File: config.mk
export PLATFORM = sky130hd
export DESIGN_NAME = nvm_seq
export DESIGN_NICKNAME = d
export VERILOG_FILES = /design/src/rtl/nvm_seq_pkg.sv /design/src/rtl/nvm_seq_array.sv /design/src/rtl/nvm_seq_regs.sv /design/src/rtl/nvm_seq_fsm.sv /design/src/rtl/nvm_seq.sv
export SDC_FILE = /design/constraint.sdc
export NUM_CORES = 2
export LEC_CHECK = 0
export BUFFER_PORTS_ARGS = -buffer_cell sky130_fd_sc_hd__buf_4
export CORE_UTILIZATION = 55
export DETAILED_ROUTE_END_ITERATION = 12
export PLACE_DENSITY = 0.71
export SETUP_SLACK_MARGIN = 0.2
export SYNTH_ARGS = -nofsm -noshare
export SYNTH_HDL_FRONTEND = slang
export SYNTH_SLANG_ARGS = --single-unit
File: constraint.sdc
create_clock -name clk -period 4.36 [get_ports clk]
set_input_delay 0.654 -clock clk [delete_from_list [all_inputs] [get_ports clk]]
set_output_delay 0.654 -clock clk [all_outputs]
set_load 0.03 [all_outputs]
File: src/rtl/nvm_seq_pkg.sv
package nvm_seq_pkg;
  localparam logic [1:0] SEL_CTRL = 2'd0;
  localparam logic [1:0] SEL_ADDR = 2'd1;
  localparam logic [1:0] SEL_STAT = 2'd2;

  localparam int BIT_PROG  = 0;
  localparam int BIT_PAGE  = 1;
  localparam int BIT_MASS  = 2;
  localparam int BIT_START = 3;

  localparam int BIT_BUSY  = 0;
  localparam int BIT_DONE  = 1;
  localparam int BIT_PGERR = 2;
  localparam int BIT_WPERR = 3;

  typedef enum logic [2:0] {
    ST_IDLE, ST_PG_RD, ST_PG_CHK, ST_SWEEP, ST_WAIT, ST_PG_WR, ST_END
  } seq_state_e;

  typedef enum logic [1:0] {OP_PROG, OP_PAGE, OP_MASS} seq_op_e;
endpackage

File: src/rtl/nvm_seq_array.sv
module nvm_seq_array #(
  parameter int ADDR_W = 8,
  parameter int DATA_W = 16
) (
  input  logic              clk,
  input  logic              we,
  input  logic [ADDR_W-1:0] addr,
  input  logic [DATA_W-1:0] wdata,
  output logic [DATA_W-1:0] rdata
);
  localparam int DEPTH = 1 << ADDR_W;

  logic [DATA_W-1:0] mem [DEPTH];

  initial begin
    for (int i = 0; i < DEPTH; i++) mem[i] = '1;
  end

  always_ff @(posedge clk) begin
    if (we) mem[addr] <= wdata;
    rdata <= mem[addr];
  end
endmodule

File: src/rtl/nvm_seq_regs.sv
module nvm_seq_regs
  import nvm_seq_pkg::*;
#(
  parameter int ADDR_W = 8,
  parameter int DATA_W = 16,
  parameter int PAGE_W = 4
) (
  input  logic                     clk,
  input  logic                     rst,
  input  logic                     reg_we,
  input  logic [1:0]               reg_sel,
  input  logic [DATA_W-1:0]        reg_wdata,
  output logic [DATA_W-1:0]        reg_rdata,
  input  logic                     arr_we,
  input  logic                     busy,
  input  logic                     done,
  input  logic                     done_ok,
  input  logic                     done_pgerr,
  input  logic                     done_wperr,
  output logic                     go_prog,
  output logic                     go_page,
  output logic                     go_mass,
  output logic [ADDR_W-PAGE_W-1:0] page_idx
);
  logic [2:0]        ctrl_q;
  logic [ADDR_W-1:0] addr_q;
  logic              eop_q, pgerr_q, wperr_q;
  logic              wr_ok, start;
  logic              unused_wdata;

  assign wr_ok    = reg_we && !busy;
  assign start    = wr_ok && reg_sel == SEL_CTRL && reg_wdata[BIT_START];
  assign go_mass  = start && reg_wdata[BIT_MASS];
  assign go_page  = start && reg_wdata[BIT_PAGE] && !reg_wdata[BIT_MASS];
  assign go_prog  = arr_we && ctrl_q[BIT_PROG] && !busy;
  assign page_idx = addr_q[ADDR_W-1:PAGE_W];
  assign unused_wdata = ^reg_wdata;

  always_ff @(posedge clk) begin
    if (rst) begin
      ctrl_q <= '0;
      addr_q <= '0;
    end else if (wr_ok) begin
      if (reg_sel == SEL_CTRL) ctrl_q <= reg_wdata[2:0];
      if (reg_sel == SEL_ADDR) addr_q <= reg_wdata[ADDR_W-1:0];
    end
  end

  always_ff @(posedge clk) begin
    if (rst) begin
      eop_q   <= 1'b0;
      pgerr_q <= 1'b0;
      wperr_q <= 1'b0;
    end else if (done) begin
      eop_q   <= eop_q   | done_ok;
      pgerr_q <= pgerr_q | done_pgerr;
      wperr_q <= wperr_q | done_wperr;
    end else if (wr_ok && reg_sel == SEL_STAT) begin
      eop_q   <= eop_q   & ~reg_wdata[BIT_DONE];
      pgerr_q <= pgerr_q & ~reg_wdata[BIT_PGERR];
      wperr_q <= wperr_q & ~reg_wdata[BIT_WPERR];
    end
  end

  always_comb begin
    reg_rdata = '0;
    case (reg_sel)
      SEL_CTRL: reg_rdata[2:0] = ctrl_q;
      SEL_ADDR: reg_rdata[ADDR_W-1:0] = addr_q;
      SEL_STAT: begin
        reg_rdata[BIT_BUSY]  = busy;
        reg_rdata[BIT_DONE]  = eop_q;
        reg_rdata[BIT_PGERR] = pgerr_q;
        reg_rdata[BIT_WPERR] = wperr_q;
      end
      default: reg_rdata = '0;
    endcase
  end

  // writes during an operation leave the registers alone
  a_r10_busy_write_ignored: assert property (@(posedge clk) disable iff (rst)
    (busy && reg_we) |=> ($stable(ctrl_q) && $stable(addr_q)));

  // done flag only falls through a write-one clear
  a_r11_done_sticky: assert property (@(posedge clk) disable iff (rst)
    (eop_q && !(wr_ok && reg_sel == SEL_STAT && reg_wdata[BIT_DONE])) |=> eop_q);

  // a successful completion reaches the status register
  a_r2_done_flag_set: assert property (@(posedge clk) disable iff (rst)
    (done && done_ok) |=> eop_q);
endmodule

File: src/rtl/nvm_seq_fsm.sv
module nvm_seq_fsm
  import nvm_seq_pkg::*;
#(
  parameter int          ADDR_W    = 8,
  parameter int          DATA_W    = 16,
  parameter int          PAGE_W    = 4,
  parameter int          PROT_W    = 4,
  parameter int unsigned PROG_CYC  = 6,
  parameter int unsigned ERASE_CYC = 10
) (
  input  logic                     clk,
  input  logic                     rst,
  input  logic                     go_prog,
  input  logic                     go_page,
  input  logic                     go_mass,
  input  logic [ADDR_W-1:0]        prog_addr,
  input  logic [DATA_W-1:0]        prog_data,
  input  logic [ADDR_W-PAGE_W-1:0] page_idx,
  input  logic [PROT_W-1:0]        wp_grp,
  output logic [ADDR_W-1:0]        ram_addr,
  output logic                     ram_we,
  output logic [DATA_W-1:0]        ram_wdata,
  input  logic [DATA_W-1:0]        ram_rdata,
  output logic                     busy,
  output logic                     done,
  output logic                     done_ok,
  output logic                     done_pgerr,
  output logic                     done_wperr
);
  localparam int          PIDX_W  = ADDR_W - PAGE_W;
  localparam int          GRP_W   = $clog2(PROT_W);
  localparam int unsigned CNT_MAX = (PROG_CYC > ERASE_CYC) ? PROG_CYC : ERASE_CYC;
  localparam int          CNT_W   = $clog2(CNT_MAX + 1);

  seq_state_e        state;
  seq_op_e           op_q;
  logic [ADDR_W-1:0] tgt_q, last_q;
  logic [DATA_W-1:0] data_q;
  logic [CNT_W-1:0]  cnt_q;
  logic              res_ok, res_pg, res_wp;

  always_ff @(posedge clk) begin
    if (rst) begin
      state  <= ST_IDLE;
      op_q   <= OP_PROG;
      tgt_q  <= '0;
      last_q <= '0;
      data_q <= '0;
      cnt_q  <= '0;
      res_ok <= 1'b0;
      res_pg <= 1'b0;
      res_wp <= 1'b0;
    end else begin
      case (state)
        ST_IDLE: begin
          res_ok <= 1'b0;
          res_pg <= 1'b0;
          res_wp <= 1'b0;
          if (go_mass) begin
            op_q   <= OP_MASS;
            tgt_q  <= '0;
            last_q <= '1;
            if (|wp_grp) begin
              res_wp <= 1'b1;
              state  <= ST_END;
            end else state <= ST_SWEEP;
          end else if (go_page) begin
            op_q   <= OP_PAGE;
            tgt_q  <= {page_idx, {PAGE_W{1'b0}}};
            last_q <= {page_idx, {PAGE_W{1'b1}}};
            if (wp_grp[page_idx[PIDX_W-1 -: GRP_W]]) begin
              res_wp <= 1'b1;
              state  <= ST_END;
            end else state <= ST_SWEEP;
          end else if (go_prog) begin
            op_q   <= OP_PROG;
            tgt_q  <= prog_addr;
            data_q <= prog_data;
            if (wp_grp[prog_addr[ADDR_W-1 -: GRP_W]]) begin
              res_wp <= 1'b1;
              state  <= ST_END;
            end else state <= ST_PG_RD;
          end
        end
        ST_PG_RD: state <= ST_PG_CHK;
        ST_PG_CHK: begin
          if (data_q == '0 || ram_rdata == {DATA_W{1'b1}}) begin
            cnt_q <= CNT_W'(PROG_CYC);
            state <= ST_WAIT;
          end else begin
            res_pg <= 1'b1;
            state  <= ST_END;
          end
        end
        ST_SWEEP: begin
          if (tgt_q == last_q) begin
            cnt_q <= CNT_W'(ERASE_CYC);
            state <= ST_WAIT;
          end else tgt_q <= tgt_q + ADDR_W'(1);
        end
        ST_WAIT: begin
          if (cnt_q == '0) begin
            if (op_q == OP_PROG) state <= ST_PG_WR;
            else begin
              res_ok <= 1'b1;
              state  <= ST_END;
            end
          end else cnt_q <= cnt_q - CNT_W'(1);
        end
        ST_PG_WR: begin
          res_ok <= 1'b1;
          state  <= ST_END;
        end
        ST_END:  state <= ST_IDLE;
        default: state <= ST_IDLE;
      endcase
    end
  end

  assign ram_addr   = tgt_q;
  assign ram_we     = (state == ST_SWEEP) || (state == ST_PG_WR);
  assign ram_wdata  = (state == ST_PG_WR) ? data_q : {DATA_W{1'b1}};
  assign busy       = (state != ST_IDLE);
  assign done       = (state == ST_END);
  assign done_ok    = res_ok;
  assign done_pgerr = res_pg;
  assign done_wperr = res_wp;

  // the array is never written inside a protected group
  a_r6_no_protected_write: assert property (@(posedge clk) disable iff (rst)
    ram_we |-> !wp_grp[ram_addr[ADDR_W-1 -: GRP_W]]);

  // a failed blank check never reaches the array
  a_r4_dirty_target_skipped: assert property (@(posedge clk) disable iff (rst)
    (state == ST_PG_CHK && data_q != '0 && ram_rdata != {DATA_W{1'b1}}) |=> !ram_we);

  // the latency counter stays inside its loaded range
  a_r9_count_bounded: assert property (@(posedge clk) disable iff (rst)
    (state == ST_WAIT) |-> (cnt_q <= CNT_W'(CNT_MAX)));

  // busy only drops after a completion cycle
  a_r9_busy_ends_with_done: assert property (@(posedge clk) disable iff (rst)
    $fell(busy) |-> $past(done));
endmodule

File: src/rtl/nvm_seq.sv
module nvm_seq
  import nvm_seq_pkg::*;
#(
  parameter int          ADDR_W    = 8,
  parameter int          PAGE_W    = 4,
  parameter int          PROT_W    = 4,
  parameter int unsigned PROG_CYC  = 6,
  parameter int unsigned ERASE_CYC = 10
) (
  input  logic              clk,
  input  logic              rst,
  input  logic              reg_we,
  input  logic [1:0]        reg_sel,
  input  logic [15:0]       reg_wdata,
  output logic [15:0]       reg_rdata,
  input  logic              arr_we,
  input  logic [ADDR_W-1:0] arr_addr,
  input  logic [15:0]       arr_wdata,
  output logic [15:0]       arr_rdata,
  input  logic [PROT_W-1:0] wp_grp,
  output logic              busy
);
  localparam int DATA_W = 16;
  localparam int PIDX_W = ADDR_W - PAGE_W;

  logic              go_prog, go_page, go_mass;
  logic [PIDX_W-1:0] page_idx;
  logic              done, done_ok, done_pgerr, done_wperr;
  logic [ADDR_W-1:0] fsm_addr, ram_addr;
  logic              ram_we;
  logic [DATA_W-1:0] ram_wdata, ram_rdata;

  nvm_seq_regs #(.ADDR_W(ADDR_W), .DATA_W(DATA_W), .PAGE_W(PAGE_W)) i_regs (
    .clk(clk), .rst(rst), .reg_we(reg_we), .reg_sel(reg_sel),
    .reg_wdata(reg_wdata), .reg_rdata(reg_rdata), .arr_we(arr_we),
    .busy(busy), .done(done), .done_ok(done_ok), .done_pgerr(done_pgerr),
    .done_wperr(done_wperr), .go_prog(go_prog), .go_page(go_page),
    .go_mass(go_mass), .page_idx(page_idx)
  );

  nvm_seq_fsm #(
    .ADDR_W(ADDR_W), .DATA_W(DATA_W), .PAGE_W(PAGE_W), .PROT_W(PROT_W),
    .PROG_CYC(PROG_CYC), .ERASE_CYC(ERASE_CYC)
  ) i_fsm (
    .clk(clk), .rst(rst), .go_prog(go_prog), .go_page(go_page),
    .go_mass(go_mass), .prog_addr(arr_addr), .prog_data(arr_wdata),
    .page_idx(page_idx), .wp_grp(wp_grp), .ram_addr(fsm_addr),
    .ram_we(ram_we), .ram_wdata(ram_wdata), .ram_rdata(ram_rdata),
    .busy(busy), .done(done), .done_ok(done_ok), .done_pgerr(done_pgerr),
    .done_wperr(done_wperr)
  );

  assign ram_addr = busy ? fsm_addr : arr_addr;

  nvm_seq_array #(.ADDR_W(ADDR_W), .DATA_W(DATA_W)) i_array (
    .clk(clk), .we(ram_we), .addr(ram_addr), .wdata(ram_wdata),
    .rdata(ram_rdata)
  );

  assign arr_rdata = ram_rdata;
endmodule

# Word level (Yosys, flattened, before mapping)
# Memories as Yosys holds them, arrays and structs flattened. A register that Yosys moved wholly into a read port is not among the register bits.
# Index checks and enable logic that the tools add are counted.
[classes]
muxes = 53
n_addsub = 2
reduce_logical = 37
magnitude_cmp = 2
bitwise = 11
eq_ne = 18
[op_table]
columns = ["cell", "count"]
rows = [
  ["two-way mux 8 bit", 7],
  ["two-way mux 3 bit", 8],
  ["two-way mux 1 bit", 19],
  ["case mux 3 bit (6 select lines)", 1],
  ["== test 16 bit (second input constant)", 1],
  ["zero test 16 bit", 1],
  ["two-way mux 16 bit", 1],
  ["two-way mux 4 bit", 4],
  ["case mux 8 bit (2 select lines)", 1],
  ["case mux 4 bit (3 select lines)", 1],
  ["nonzero test 3 bit", 4],
  ["two-way mux 2 bit", 5],
  ["AND reduction 2 bit", 5],
  ["== test 3 bit (second input constant)", 3],
  ["logical AND 1 bit", 9],
  ["case mux 3 bit (3 select lines)", 1],
  ["AND reduction 3 bit", 3],
  ["adder 8 x 1 -> 8 bit (second input constant)", 1],
  ["== test 8 bit", 1],
  ["inequality test 2 bit (second input constant)", 4],
  ["AND reduction 4 bit", 2],
  ["nonzero test 2 bit", 4],
  ["== test 3 x 2 -> 1 bit (second input constant)", 2],
  ["< comparator 2 x 3 -> 1 bit (second input constant)", 2],
  ["other kinds (18)", 33],
]
[word_totals]
output_inout_bits = 33
mem_bits_rw = 4096
register_bits = 58
memories = 1
inputBits = 50
[mem_list]
columns = ["memory", "words", "width", "read_ports", "rd_ports_with_merged_regs", "wr", "line_no", "rtl"]
rows = [
  ["i_array.mem", 256, 16, 1, 1, 1, "nvm_seq_array.sv:13", "logic [DATA_W-1:0] mem [DEPTH];"],
]

# Longest topological paths before layout
[logic_depth]
ltp_word = 10
mapped_depth = 15
depth_no_buf = 10

# Modules after synthesis
# From an unflattened synthesis, not the netlist that was laid out.
[unflattened]
hier_cells = 7117
hier_area_um2 = 158659.7
[modules_own_cells]
columns = ["module", "n_inst", "cells_each", "area_per_inst_um2"]
rows = [
  ["nvm_seq_array", 1, 6727, 155399.0],
  ["nvm_seq_fsm", 1, 287, 2247.2],
  ["nvm_seq_regs", 1, 94, 882.1],
  ["nvm_seq", 1, 9, 131.4],
]

# Least setup slack after synthesis
# OpenSTA, ideal clock, no wires.
[synth_path]
kind = "register to register"
startpoint = "reg i_fsm.state[2]"
endpoint = "mem i_array.mem[160][0] (enable)"
path_stages_with_launch = 10
t_required_ns = 3.972
arrival_ns = 3.104
slack_ns = 0.868
n_path_buf = 3
setup_time_ns = 0.388
cell_sequence = "dfxtp_1 nor3_4 inv_2 clkbuf_1 or3_1 o21ai_1 clkbuf_1 nand2_1 clkbuf_1 nor2_1"
[synth_via]
word_cells_on_any_way = 7
[synth_rtl]
columns = ["element", "line_no", "rtl"]
rows = [
  ["start: declaration", "nvm_seq_fsm.sv:35", "seq_state_e state;"],
  ["start signal: assignment", "nvm_seq_fsm.sv:44", "state <= ST_IDLE;"],
  ["start signal: assignment", "nvm_seq_fsm.sv:65", "state <= ST_END;"],
  ["start signal: assignment", "nvm_seq_fsm.sv:66", "end else state <= ST_SWEEP;"],
  ["nonzero test 3 bit", "nvm_seq_fsm.sv:123", "assign busy = (state != ST_IDLE);"],
  ["named net busy", "nvm_seq.sv:21", "output logic busy"],
  ["two-way mux 8 bit", "nvm_seq.sv:53", "assign ram_addr = busy ? fsm_addr : arr_addr;"],
  ["end: declaration", "nvm_seq_array.sv:13", ""],
]
# The timed path passes the listed nets, and every way through them passes these cells.

# Final worst setup path
[layout_path]
startpoint = "reg i_fsm.state[2]"
endpoint = "reg i_array.rdata[8] (read register of i_array.mem)"
[layout_via]
elab_chain_cells = 2
[layout_rtl]
columns = ["element", "line_no", "rtl"]
rows = [
  ["nonzero test 3 bit", "nvm_seq_fsm.sv:123", ""],
  ["two-way mux 8 bit", "nvm_seq.sv:53", ""],
  ["end: declaration", "nvm_seq_array.sv:9", "output logic [DATA_W-1:0] rdata"],
]
# No other way between the ends.
# A chain may end at the register's enable or synchronous reset.

==> impl_metrics.csv <==
group,metric,value,unit
synth,ys_seq_area_share,77.11,%
worst_setup_path,cp-end-kind,"register",
power_and_ir_drop,powerDensity,549.7,nW/um^2
cells_and_area,layout_common_cells,"edfxtp_1, mux2i_1, o22ai_1, nand2_1, buf_4",
sta,maxSlewHeadroom,14.65,%
clocking,root_buffer,"clkbuf_16",
sta,fin_crit_sh,95.23,%
clocking,clockBufferDepth,4,
power_and_ir_drop,p_leak,56.95,nW
clocking,tritoncts,"done",
floorplanning,rows,198,
placed_design,numPortBuffers,66,
clocking,clk_pin_slew,60,ps
routing,drc_errors,0,
clocking,insertion_delay,970,ps
synth,muxShareOfSynthArea,10.73,%
status,outcome,"complete, no violations",
synth,yosys_warnings,0,
placed_design,place.gp.congestion,0.9475,
floorplanning,chipHeight,543.6,um
synth,synthAdderAreaFrac,0.06203,%
global_route,grt_pass1_wl,609500,um
global_route,grt_max_degree,205,
placed_design,dpl.cell_count,13741,
synth,synth_top_area_share,76.23,%
synth,netlist_instances,9630,
cells_and_area,nets,10336,
routing,wirelength,428800,um
synth,synth-simple-area-share,4.267,%
sta,fin_skew,74.42,ps
routing,first_pass_iters,8,
floorplanning,die_area,295600,um^2
cells_and_area,syn_to_final_growth,14.68,%
worst_setup_path,worstSetupPathType,"reg2reg",
routing,routed_via_density,6.367,
placed_design,place_area,171200,um^2
power_and_ir_drop,seqPwrFrac,43.2,%
synth,synth_area,161400,um^2
synth,async_flop_share,0,%
worst_setup_path,reg2reg_slack,210,ps
floorplanning,io_pins,83,
routing,vias,92404,
power_and_ir_drop,power.share.switching,28.98,%
synth,synthDistinctLibCells,64,
worst_setup_path,cp_max_fo,21,
sta,fin_tns_setup,0,ps
synth,synth_ff_type,"edfxtp_1",
sta,fin_hold_ws,66.03,ps
clocking,clock_sinks,4167,
cells_and_area,final_layout_size_suffix_gt1_share,14.21,%
cells_and_area,fin_area,185000,um^2
global_route,grt_overflow,0,
worst_setup_path,required,5150,ps
worst_setup_path,critical_path_arrival,4940,ps
global_route,grt_pass1_vias,88069,
sta,tightest_slew,1280,ps
power_and_ir_drop,intPower,72.25,mW
placed_design,dpl.hpwl,256700,um
floorplanning,start_util,55.39,%
sta,hold_viol_final,0,
clocking,cts_max_level,5,
floorplanning,fp.dieW,543.6,um
synth,synth_compound_area_share,6.061,%
power_and_ir_drop,p_clk_share,34.4,%
sta,timing.fmax,0.2409,GHz
routing,wl_per_cell,29.54,um
global_route,antenna_found_initial,14,
sta,finalMaxSlewViolations,0,
synth,synth_xor_area_share,0.02714,%
power_and_ir_drop,p_comb_share,22.4,%
floorplanning,coreArea,291300,um^2
routing,ant_nets,0,
synth,synth_area_per_cell,16.76,um^2
synth,synth_top_area_cell,"edfxtp_1",
synth,ys_ff_latch,4167,
sta,final-setup-viol-count,0,
clocking,cts_inserted_buffers,407,
synth,synth_edf_count,4096,
cells_and_area,layout_commonest_cell,"edfxtp_1",
power_and_ir_drop,switching_power,29.48,mW
cells_and_area,fin_cells,14514,
power_and_ir_drop,ir_worst_vdd,0.3930,mV
worst_setup_path,start_kind,"register",
synth,yosys-top-cells-area,"edfxtp_1, mux2i_1, o22ai_1, nand2_1, a21oi_1",
sta,rsz0062_at_grt,"yes",
routing,drt_iter0_drc,12141,
sta,min_period,4152,ps
sta,layout_setup_ws,208.1,ps
synth,synth_top_family_by_area,"multiplexers",
run,maxCapViolations,0,
global_route,grt_util_all_layers,28.55,%
hold_path,hold_path.class,"in2reg",
placed_design,pre_cts_ws,-92.42,ps
==> sequential cells by signal, indices dropped and copies added, names as in the netlist, 3 cells and up <==
name / cells
i_regs.ctrl_q: 3
i_fsm.state: 3
i_fsm.data_q: 16
i_fsm.ram_addr: 8
i_regs.addr_q: 8
i_fsm.last_q: 5
i_fsm.cnt_q: 4
i_array.rdata: 16
i_array.mem: 4096
==> worst paths after layout <==
| path | from | to | cells after the start |
|---|---|---|---|
| min | reg_wdata[1] | i_regs.ctrl_q[1] | 3 |
| max reg2reg | i_fsm.state[2] | i_array.rdata[8] | 12 |
| max | i_fsm.state[2] | i_array.rdata[8] | 12 |
| min reg2reg | i_fsm.op_q[0] | i_fsm.op_q[0] | 2 |
==> timing repair <==
item                                    in CTS  in global routing
hold buffers                                22                  0
setup buffers                                1                  2
hold endpoints to repair                    23                  0
endpoints found under the setup margin      15                 62
gates cloned                                 0                  3
pin swaps                                    1                  1
gates resized for setup                      9                 24
==> cells in the mapped netlist, drive strengths merged (9+ instances only) <==
master and n:
nand3 42, clkbuf 291, or4 51, a22oi 9, edfxtp 4096, a311oi 45
nor4b 17, nor4 166, nand4 23, o221ai 30, mux2i 1685, nand2 812
o22ai 810, mux2 34, a211oi 35, buf 320, nor2 310, a221o 15
dfxtp 71, and3 47, a21oi 330, or2 17, nand2b 13, inv 11
o21ai 177, a41oi 30, o41ai 60
==> per-stage QoR <==
stage	utilization, %	total power, mW
after CTS	63.43	101.4
after global routing	63.51	104.3
after detailed placement	58.77	66.76
after global placement	58.77	66.46
after floorplan	-	57.85
final	63.52	101.7
==> power by group through the flow <==
stage | combinational (mW) | clock [mW] | sequential [mW]
floorplan | 13.1 | 0 | 44.8
detailed placement | 22.0 | 0 | 44.8
global route | 23.6 | 36.9 | 43.9
global placement | 21.7 | 0 | 44.8
CTS | 22.2 | 35.3 | 43.9
finish | 22.8 | 35.0 | 44.0
==> critical path, cell delays in order (launching register included) <==
cell	delay, ps
dfxtp_1	420
nor3_4	280
buf_4	280
mux2_2	490
nand2_8	270
buf_12	220
buf_4	330
o22ai_1	180
o41ai_1	580
a41oi_1	420
a41oi_1	280
buf_4	190
nand3_1	70
==> per-layer routing <==
metal  part of all wire (%)  global-route usage [%]  vias up
met5                 0.0049                       0        -
met4                    4.6                   11.83        4
met3                     11                   5.510      813
met2                     45                   43.47     5403
met1                     39                   40.64    46691
li1                       -                       -    39493
==> cell families after synthesis <==
kind of cell             count (synthesis)
flip-flops                            4167
multiplexers                          1722
AO/OA/AOI/OAI                         1571
AND/OR/NAND/NOR                       1534
buffers and inverters                  622
adder cells (fa/ha/maj)                  8
XOR/XNOR                                 5
other                                    1
==> layout make-up <==
type	instances	area, um^2
repair buffers	842	7811
well taps	3900	4880
flip-flops and latches	4167	124400
diodes	6	15.01
multi-input cells	4849	34610
inverters	11	41.29
clock buffers	497	10800
clock inverters	242	2475
fillers	19889	106300
Power figures use the tool's default switching activity.
